## config.mk

```make
export PLATFORM = sky130hd
export DESIGN_NAME = rgb_pixel_tx
export DESIGN_NICKNAME = d
export VERILOG_FILES = /design/src/rtl/rgbtx_pkg.sv /design/src/rtl/rgbtx_dotclk.sv /design/src/rtl/rgbtx_timing.sv /design/src/rtl/rgbtx_serializer.sv /design/src/rtl/rgb_pixel_tx.sv
export SDC_FILE = /design/constraint.sdc
export NUM_CORES = 1
export LEC_CHECK = 0
export BUFFER_PORTS_ARGS = -buffer_cell sky130_fd_sc_hd__buf_2
export CORE_MARGIN = 2
export CORE_UTILIZATION = 55
export DETAILED_ROUTE_END_ITERATION = 10
export PLACE_DENSITY = 0.76
export SLEW_MARGIN = 40
export SYNTH_ARGS = -nofsm -noshare
export SYNTH_HDL_FRONTEND = slang
export SYNTH_SLANG_ARGS = --single-unit
```

## constraint.sdc

```tcl
create_clock -name clk -period 6.6 [get_ports clk]
set_input_delay 0.66 -clock clk [delete_from_list [all_inputs] [get_ports clk]]
set_output_delay 0.66 -clock clk [all_outputs]
set_load 0.03 [all_outputs]
```

## src/rtl/rgbtx_pkg.sv

```systemverilog
package rgbtx_pkg;
  // Color phase inside one pixel; the order is the transmission order.
  typedef enum logic [1:0] {
    COMP_R = 2'd0,
    COMP_G = 2'd1,
    COMP_B = 2'd2
  } comp_e;
endpackage

```

## src/rtl/rgbtx_dotclk.sv

```systemverilog
module rgbtx_dotclk #(
  parameter int DIV_W = 8
) (
  input  logic             clk,
  input  logic             rst_n,
  input  logic [DIV_W-1:0] div_half,
  output logic             dot_clk,
  output logic             adv
);
  logic [DIV_W-1:0] cnt_q;
  logic [DIV_W-1:0] half_m1;
  logic             dclk_q;
  logic             expire;

  always_comb begin
    half_m1 = (div_half == '0) ? '0 : div_half - 1'b1;
    expire  = (cnt_q >= half_m1);
    adv     = expire & dclk_q;   // next edge is a falling edge
  end

  always_ff @(posedge clk or negedge rst_n) begin
    if (!rst_n) begin
      cnt_q  <= '0;
      dclk_q <= 1'b0;
    end else if (expire) begin
      cnt_q  <= '0;
      dclk_q <= ~dclk_q;
    end else begin
      cnt_q  <= cnt_q + 1'b1;
    end
  end

  assign dot_clk = dclk_q;

  p_dclk_hold_r1: assert property (@(posedge clk) disable iff (!rst_n)
    !expire |=> $stable(dclk_q));
  p_fall_after_adv_r6: assert property (@(posedge clk) disable iff (!rst_n)
    adv |=> !dclk_q);
endmodule

```

## src/rtl/rgbtx_timing.sv

```systemverilog
module rgbtx_timing
  import rgbtx_pkg::*;
#(
  parameter int H_ACTIVE = 160,
  parameter int V_ACTIVE = 128,
  parameter int H_SYNC   = 2,
  parameter int H_BP     = 3,
  parameter int H_FP     = 3,
  parameter int V_SYNC   = 1,
  parameter int V_BP     = 2,
  parameter int V_FP     = 1
) (
  input  logic  clk,
  input  logic  rst_n,
  input  logic  adv,
  output logic  hs,
  output logic  vs,
  output logic  de,
  output logic  nxt_de,
  output comp_e nxt_comp
);
  localparam int H_START = H_SYNC + H_BP;
  localparam int H_END   = H_START + 3 * H_ACTIVE;
  localparam int H_TOTAL = H_END + H_FP;
  localparam int V_START = V_SYNC + V_BP;
  localparam int V_END   = V_START + V_ACTIVE;
  localparam int V_TOTAL = V_END + V_FP;
  localparam int HW      = (H_TOTAL > 2) ? $clog2(H_TOTAL) : 1;
  localparam int VW      = (V_TOTAL > 2) ? $clog2(V_TOTAL) : 1;

  logic [HW-1:0] h_q, h_n;
  logic [VW-1:0] v_q, v_n;
  comp_e         c_q, c_n;
  logic          hs_q, vs_q, de_q;
  logic          h_wrap, h_act_n, v_act_n;

  always_comb begin
    h_wrap  = (h_q == HW'(H_TOTAL - 1));
    h_n     = h_wrap ? '0 : h_q + 1'b1;
    if (h_wrap) v_n = (v_q == VW'(V_TOTAL - 1)) ? '0 : v_q + 1'b1;
    else        v_n = v_q;
    h_act_n = (h_n >= HW'(H_START)) && (h_n < HW'(H_END));
    v_act_n = (v_n >= VW'(V_START)) && (v_n < VW'(V_END));
    if (h_n == HW'(H_START))  c_n = COMP_R;
    else if (c_q == COMP_B)   c_n = COMP_R;
    else                      c_n = comp_e'(c_q + 2'd1);
    nxt_de   = h_act_n & v_act_n;
    nxt_comp = c_n;
  end

  always_ff @(posedge clk or negedge rst_n) begin
    if (!rst_n) begin
      h_q  <= HW'(H_TOTAL - 1);
      v_q  <= VW'(V_TOTAL - 1);
      c_q  <= COMP_B;
      hs_q <= 1'b0;
      vs_q <= 1'b0;
      de_q <= 1'b0;
    end else if (adv) begin
      h_q  <= h_n;
      v_q  <= v_n;
      c_q  <= c_n;
      hs_q <= (h_n < HW'(H_SYNC));
      vs_q <= (v_n < VW'(V_SYNC));
      de_q <= nxt_de;
    end
  end

  assign hs = hs_q;
  assign vs = vs_q;
  assign de = de_q;

  p_de_apart_sync_r4: assert property (@(posedge clk) disable iff (!rst_n)
    de_q |-> (!hs_q && !vs_q));
  p_h_range_r2: assert property (@(posedge clk) disable iff (!rst_n)
    h_q <= HW'(H_TOTAL - 1));
  p_v_range_r3: assert property (@(posedge clk) disable iff (!rst_n)
    v_q <= VW'(V_TOTAL - 1));
  p_line_start_r5: assert property (@(posedge clk) disable iff (!rst_n)
    (adv && h_n == HW'(H_START)) |=> (c_q == COMP_R));
endmodule

```

## src/rtl/rgbtx_serializer.sv

```systemverilog
module rgbtx_serializer
  import rgbtx_pkg::*;
#(
  parameter int COMP_W = 6
) (
  input  logic                  clk,
  input  logic                  rst_n,
  input  logic                  adv,
  input  logic                  nxt_de,
  input  comp_e                 nxt_comp,
  input  logic                  s_valid,
  output logic                  s_ready,
  input  logic [3*COMP_W-1:0]   s_pixel,
  output logic [COMP_W-1:0]     comp_out,
  output logic                  underrun
);
  localparam int PIX_W = 3 * COMP_W;

  logic [PIX_W-1:0]  pix_q, src;
  logic [COMP_W-1:0] dq, sel;
  logic              under_q, take;

  function automatic logic [COMP_W-1:0] pick(logic [PIX_W-1:0] p, comp_e c);
    case (c)
      COMP_R:  return p[PIX_W-1 -: COMP_W];
      COMP_G:  return p[2*COMP_W-1 -: COMP_W];
      default: return p[COMP_W-1:0];
    endcase
  endfunction

  always_comb begin
    take    = adv & nxt_de & (nxt_comp == COMP_R);
    s_ready = take;
    src     = (take & s_valid) ? s_pixel : pix_q;
    sel     = pick(src, nxt_comp);
  end

  always_ff @(posedge clk or negedge rst_n) begin
    if (!rst_n) begin
      pix_q   <= '0;
      dq      <= '0;
      under_q <= 1'b0;
    end else begin
      if (adv) dq <= nxt_de ? sel : '0;
      if (take && s_valid) pix_q <= s_pixel;
      if (take && !s_valid) under_q <= 1'b1;
    end
  end

  assign comp_out = dq;
  assign underrun = under_q;

  p_ready_pulse_r7: assert property (@(posedge clk) disable iff (!rst_n)
    s_ready |=> !s_ready);
  p_data_hold_r6: assert property (@(posedge clk) disable iff (!rst_n)
    !adv |=> $stable(dq));
  p_sticky_r8: assert property (@(posedge clk) disable iff (!rst_n)
    under_q |=> under_q);
  p_starve_flag_r8: assert property (@(posedge clk) disable iff (!rst_n)
    (s_ready && !s_valid) |=> under_q);
endmodule

```

## src/rtl/rgb_pixel_tx.sv

```systemverilog
module rgb_pixel_tx
  import rgbtx_pkg::*;
#(
  parameter int COMP_W   = 6,
  parameter int BUS_W    = 9,
  parameter int DIV_W    = 8,
  parameter int H_ACTIVE = 160,
  parameter int V_ACTIVE = 128,
  parameter int H_SYNC   = 2,
  parameter int H_BP     = 3,
  parameter int H_FP     = 3,
  parameter int V_SYNC   = 1,
  parameter int V_BP     = 2,
  parameter int V_FP     = 1
) (
  input  logic                  clk,
  input  logic                  rst_n,
  input  logic [DIV_W-1:0]      div_half,
  input  logic                  s_valid,
  output logic                  s_ready,
  input  logic [3*COMP_W-1:0]   s_pixel,
  output logic                  dot_clk,
  output logic                  hsync,
  output logic                  vsync,
  output logic                  de,
  output logic [BUS_W-1:0]      pd,
  output logic                  underrun
);
  localparam int PAD_W = BUS_W - COMP_W;

  logic              adv, nxt_de;
  comp_e             nxt_comp;
  logic [COMP_W-1:0] comp_out;

  rgbtx_dotclk #(.DIV_W(DIV_W)) u_dclk (
    .clk(clk), .rst_n(rst_n), .div_half(div_half),
    .dot_clk(dot_clk), .adv(adv)
  );

  rgbtx_timing #(
    .H_ACTIVE(H_ACTIVE), .V_ACTIVE(V_ACTIVE),
    .H_SYNC(H_SYNC), .H_BP(H_BP), .H_FP(H_FP),
    .V_SYNC(V_SYNC), .V_BP(V_BP), .V_FP(V_FP)
  ) u_tim (
    .clk(clk), .rst_n(rst_n), .adv(adv),
    .hs(hsync), .vs(vsync), .de(de),
    .nxt_de(nxt_de), .nxt_comp(nxt_comp)
  );

  rgbtx_serializer #(.COMP_W(COMP_W)) u_ser (
    .clk(clk), .rst_n(rst_n), .adv(adv),
    .nxt_de(nxt_de), .nxt_comp(nxt_comp),
    .s_valid(s_valid), .s_ready(s_ready), .s_pixel(s_pixel),
    .comp_out(comp_out), .underrun(underrun)
  );

  generate
    if (PAD_W > 0) begin : g_pad
      assign pd = {comp_out, {PAD_W{1'b0}}};
    end else begin : g_nopad
      assign pd = comp_out;
    end
  endgenerate

  p_blank_zero_r5: assert property (@(posedge clk) disable iff (!rst_n)
    !de |-> (pd == '0));
  p_ready_in_slot_r7: assert property (@(posedge clk) disable iff (!rst_n)
    s_ready |-> dot_clk);
endmodule

```

; Yosys cells after proc, flatten, opt, wreduce, memory -nomap -nowiden
; Cells that the tools add are included.
[classes]
addsub = 5
bitwise = 6
muxes = 10
eq_ne = 5
n_reduce_logical = 7
n_lt_le_gt_ge = 7
[op_table]
columns = op, n
row1 = $mux 8, 4
row2 = $mux 18, 1
row3 = $add 8x1->8 const B, 2
row4 = $pmux 6 s2, 1
row5 = $add 9x1->9 const B, 1
row6 = $eq 9x3->1 const B, 1
row7 = $eq 9x9->1 const B, 1
row8 = $ge 9x3->1 const B, 1
row9 = $lt 9x2->1 const B, 1
row10 = $lt 9x9->1 const B, 1
row11 = $mux 9, 1
row12 = $eq 8x8->1 const B, 1
row13 = $ge 8x2->1 const B, 1
row14 = $ge 8x8->1, 1
row15 = $logic_not 8->1, 1
row16 = $lt 8x1->1 const B, 1
row17 = $lt 8x8->1 const B, 1
row18 = $sub 8x1->8 const B, 1
row19 = $mux 6, 1
row20 = $and 1x1->1, 5
row21 = $logic_and 1x1->1, 4
row22 = $mux 2, 2
row23 = $add 2x1->2 const B, 1
row24 = $eq 2x1->1 const B, 1
row25 = other kinds (4), 4
[word_totals]
wordCells = 51
output_inout_bits = 15
in_bits = 29
reg_bits = 56

; Longest topological paths before layout
[logic_depth]
depth_word = 12
depth_mapped = 16
depth_no_buf = 15

; By module
; Synthesis repeated with hierarchy kept, for this count alone.
[hier_totals]
hier_cells = 350
area_unflattened_um2 = 3465.8
[modules_own_cells]
columns = module, instances, seq_area_each_um2, area_each_um2, cells_each
row1 = rgbtx_timing, 1, 564.3, 1537.7, 183
row2 = rgbtx_serializer, 1, 625.6, 1167.4, 83
row3 = rgbtx_dotclk, 1, 225.2, 734.5, 80
row4 = rgb_pixel_tx, 1, 0.0, 26.3, 4

; Least setup slack after synthesis
; Ideal clock, no wire load.
[synth_path]
path_kind = input -> output
startpoint = input div_half[0]
endpoint = output s_ready
setup_slack_ps = 2407
n_path_buf = 0
arrival_ps = 3533
t_required_ps = 5940
cell_stages = 14
path_cell_list = inv_1 > ha_1 > nor2b_1 > nand3b_1 > or3_1 > and2_1 > ha_1 > nand2b_1 > a21o_1 > a21oi_1 > o21ai_0 > nand3_1 > nor4b_4 > and2_1
[synth_via]
elab_chain_len = 6
elab_cells_between_ends = 7
cone_classes = add/sub (1) / order compare (1) / mux (1) / bitwise (3) / reduce/logical (1)
[synth_rtl]
columns = element, line
row1 = from (decl), rgb_pixel_tx.sv:18  ; input logic [DIV_W-1:0] div_half,
row2 = $sub 8x1->8 or $logic_not 8->1 (tied branches), rgbtx_dotclk.sv:16  ; half_m1 = (div_half == '0) ? '0 : div_half - 1'b1;
row3 = $mux 8 *, rgbtx_dotclk.sv:16
row4 = $ge 8x8->1 *, rgbtx_dotclk.sv:17  ; expire = (cnt_q >= half_m1);
row5 = $and 1x1->1 *, rgbtx_dotclk.sv:18  ; adv = expire & dclk_q;
row6 = $and 1x1->1 * (2 in a row), rgbtx_serializer.sv:32  ; take = adv & nxt_de & (nxt_comp == COMP_R);
row7 = to (decl), rgb_pixel_tx.sv:20  ; output logic s_ready,
; Mark *: on every way between the ends. The rest lies on a longest branch, timed or not.

; Worst setup path in the final report
; Same ends and word-level chain as after synthesis.

==> key figures <==
Status
  • Status: finished, final reports clean

Global routing
  • Vias in the first global route: 2479
  • Global-route wire length before repair: 11.5 mm
  • Largest net degree at the start of global routing: 57
  • GRT Total Usage: 20.2%
  • Total congestion overflow: 0
  • Initial antenna violation count: 0

CTS
  • H-Tree Depth: 2
  • Postcts setup bufs: 0
  • Post_cts resized: 0
  • Clock Sinks: 56
  • CTS tree: built
  • Clock Latency Late Sink: 0.32 ns
  • TritonCTS buffer count: 5
  • Clock-pin slew on the worst setup and hold paths: 0.10 ns
  • Post-CTS Hold Fix Bufs: 0
  • CTS Buffer Depth: 2
  • Clock Root Buffer: clkbuf_8

Detailed routing
  • Routed via count: 2617
  • Drt wl/cell: 14.7 um
  • Antenna Nets Post-Route: 0
  • Post-route DRC: 0
  • TritonRoute pass-1 iters: 4
  • Vias per cell: 5.85
  • Initial DRC Count: 76
  • Final wirelength: 6.58 mm

Setup path
  • CP Launch Type: input port
  • Worst EP arrival: 4.00 ns
  • Cell Chain, Critical Path: buf_2 -> inv_1 -> ha_1 -> nor2b_1 -> nand3b_1 -> or3_1 -> and2_1 -> ha_1 -> nand2b_1 -> a21o_1 -> a21oi_1 -> o21ai_0 -> nand3_1 -> nor4b_4 -> and2_1 -> buf_2
  • Kind of critical path: in -> out
  • CP Launch Point: div_half[0]
  • CP max stage delay: 0.58 ns
  • CP Capture Type: output port
  • RR Startpoint: u_tim.h_q[0]
  • Max Fanout on Critical Path: 9
  • Max stage delay cell, worst path: nor4b_4
  • Critical Path RT: 5.94 ns

Die
  • Die area: 6870 um2
  • Die width: 82.9 um
  • Core area: 5960 um2
  • # IOs: 44
  • Row cnt: 28
  • Initial core utilization: 57.4%
  • Die height: 82.9 um

Logic synthesis
  • Area contributors post-synth: dfrtp_1, dfstp_2, ha_1
  • Async SR Flop Fraction: 100%
  • Warnings from Yosys: 0
  • Synth unique cells: 60
  • Top cell type by total area after synthesis: dfrtp_1
  • Commonest cells in the netlist: dfrtp_1, nand2_1, nor2_1
  • Area share of the largest cell type after synthesis: 32.9%
  • Mapped Cells: 339
  • Post-synth EDFFs: 0
  • Sequential element share of the synthesized area: 41.4%
  • Syn_area_per_cell: 10.1 um2
  • FF+latch count, synth: 56
  • Netlist Area Pre-Place: 3420 um2
  • Most common cell in the synthesized netlist: dfrtp_1
  • Ys flop type: dfrtp_1

Placement
  • PortBufs: 40
  • RD Place Congestion: 0.876
  • Post-DP HPWL: 4.77 mm

Final layout
  • Final core utilization: 62.3%
  • Area grow syn2layout: 8.41%
  • Layout Nets: 414
  • Fraction of layout cells with a size suffix above 1: 25.0%
  • # diodes: 0
  • Fillers: 512

Timing
  • Tcrit/Tclk final: 70.6%
  • Worst Skew: 0.00837 ns
  • WHS: 0.459 ns
  • RSZ-0062 raised after global routing: no
  • Setup violations, final: 0
  • Hold Fails Final Rpt: 0
  • Slew Limit Fails: 0
  • TNS Setup: 0 ns
  • Min Tclk post-route: 4.66 ns
  • Max-slew headroom: 50.8%
  • Worst slew pin tran: 0.738 ns
  • Upper clock frequency limit: 215 MHz

Pwr
  • Peak VDD IR: 0.239 mV
  • Leak Pwr: 0.00178 uW
  • PD cells: 337 nW/um2

Flow run
  • Total of max-cap violations: 0

Worst hold path
  • Hold WC Path Type: in -> async
layer usage:
layer  up-vias  global-route usage (%)  part of all wire (%)
li1       1282                       -                     -
met1      1244                    26.4                    45
met2        77                    33.6                    48
met3        14                    5.47                   5.2
met4         0                    4.47                   1.2
met5         -                       0                     0
sequential cells by signal, indices dropped and copies added (netlist names):
register,flops
u_tim.h_q,9
u_tim.v_q,8
u_tim.vs,1
u_ser.comp_out,6
u_tim.c_q,2
u_tim.de,1
u_ser.pix_q,18
u_dclk.cnt_q,8
u_tim.hs,1
u_ser.underrun,1
u_dclk.dot_clk,1
critical path, delay by kind of cell:
kind | cells | cell delay, ns
AOI/OAI and AO/OA | 3 | 0.48
and+or+nand+nor | 8 | 2.07
buffers and inverters | 3 | 0.37
adders and majority gates | 2 | 0.43
worst paths after layout:
| path | to | cells after the start | slack [ns] |
|---|---|---|---|
| setup / recovery | s_ready | 16 | 1.94 |
| hold / removal | u_dclk.dot_clk | 2 | 0.46 |
| setup reg to reg | u_ser.pix_q[16] | 9 | 3.10 |
| hold reg to reg | u_ser.underrun | 1 | 0.46 |
| max in group asynchronous | u_dclk.cnt_q[6] | 2 | 5.69 |
| min in group clk | u_ser.underrun | 1 | 0.46 |
through the flow:
stage / std cells / total power (uW) / setup slack, ns / area, um2
CTS: 447 / 1260 / 1.91 / 3710
global route: 447 / 1350 / 1.57 / 3710
floorplan: 341 / 943 / 2.41 / 3430
finish: 447 / 1250 / 1.94 / 3710
detailed placement: 439 / 1050 / 1.93 / 3610
global placement: 439 / 1030 / 2.05 / 3610
report_power, final:
| group | total (uW) | switching, uW | internal [uW] |
|---|---|---|---|
| clock network | 201 | 123 | 78.2 |
| logic | 469 | 264 | 205 |
| registers | 580 | 114 | 466 |
cell families (layout without fill, tap and decap cells):
| family | after synthesis | count (layout) | synth area share (%) |
|---|---|---|---|
| and+or+nand+nor | 129 | 129 | 21.0 |
| AOI/OAI and AO/OA | 67 | 67 | 13.7 |
| DFF | 56 | 56 | 41.4 |
| muxes | 28 | 28 | 10.1 |
| buffers and inverters | 28 | 59 | 4.54 |
| xor gates and xnor gates | 16 | 16 | 4.10 |
| adders and majority gates | 14 | 14 | 5.12 |
| other | 1 | 3 | 0.110 |
cell type report:
| type | instances | area (um2) | area share, % |
|---|---|---|---|
| multi-input combinational | 257 | 1860 | 50.1 |
| tap | 75 | 93.8 | 2.53 |
| sequential | 56 | 1420 | 38.2 |
| timing repair buffer | 41 | 208 | 5.60 |
| clock buffer | 5 | 68.8 | 1.86 |
| inverter | 10 | 37.5 | 1.01 |
| clock inverter | 3 | 27.5 | 0.742 |
layout by cell type (no fill, tap or decap), types with 10 or more instances in the layout:
cell     Yosys  routed
dfrtp_1     45      45
buf_2        3      40
nand2_1     32      32
nor2_1      18      18
nand3_1     17      17
ha_1        14      14
a21oi_1     13      13
o21ai_0     13      13
nor2b_1     11      11
mux2_2      11      11
dfstp_2     11      11
inv_1       10      10
xor2_1      10      10
mux2_4      10      10
(Power assumes the default switching activity.)
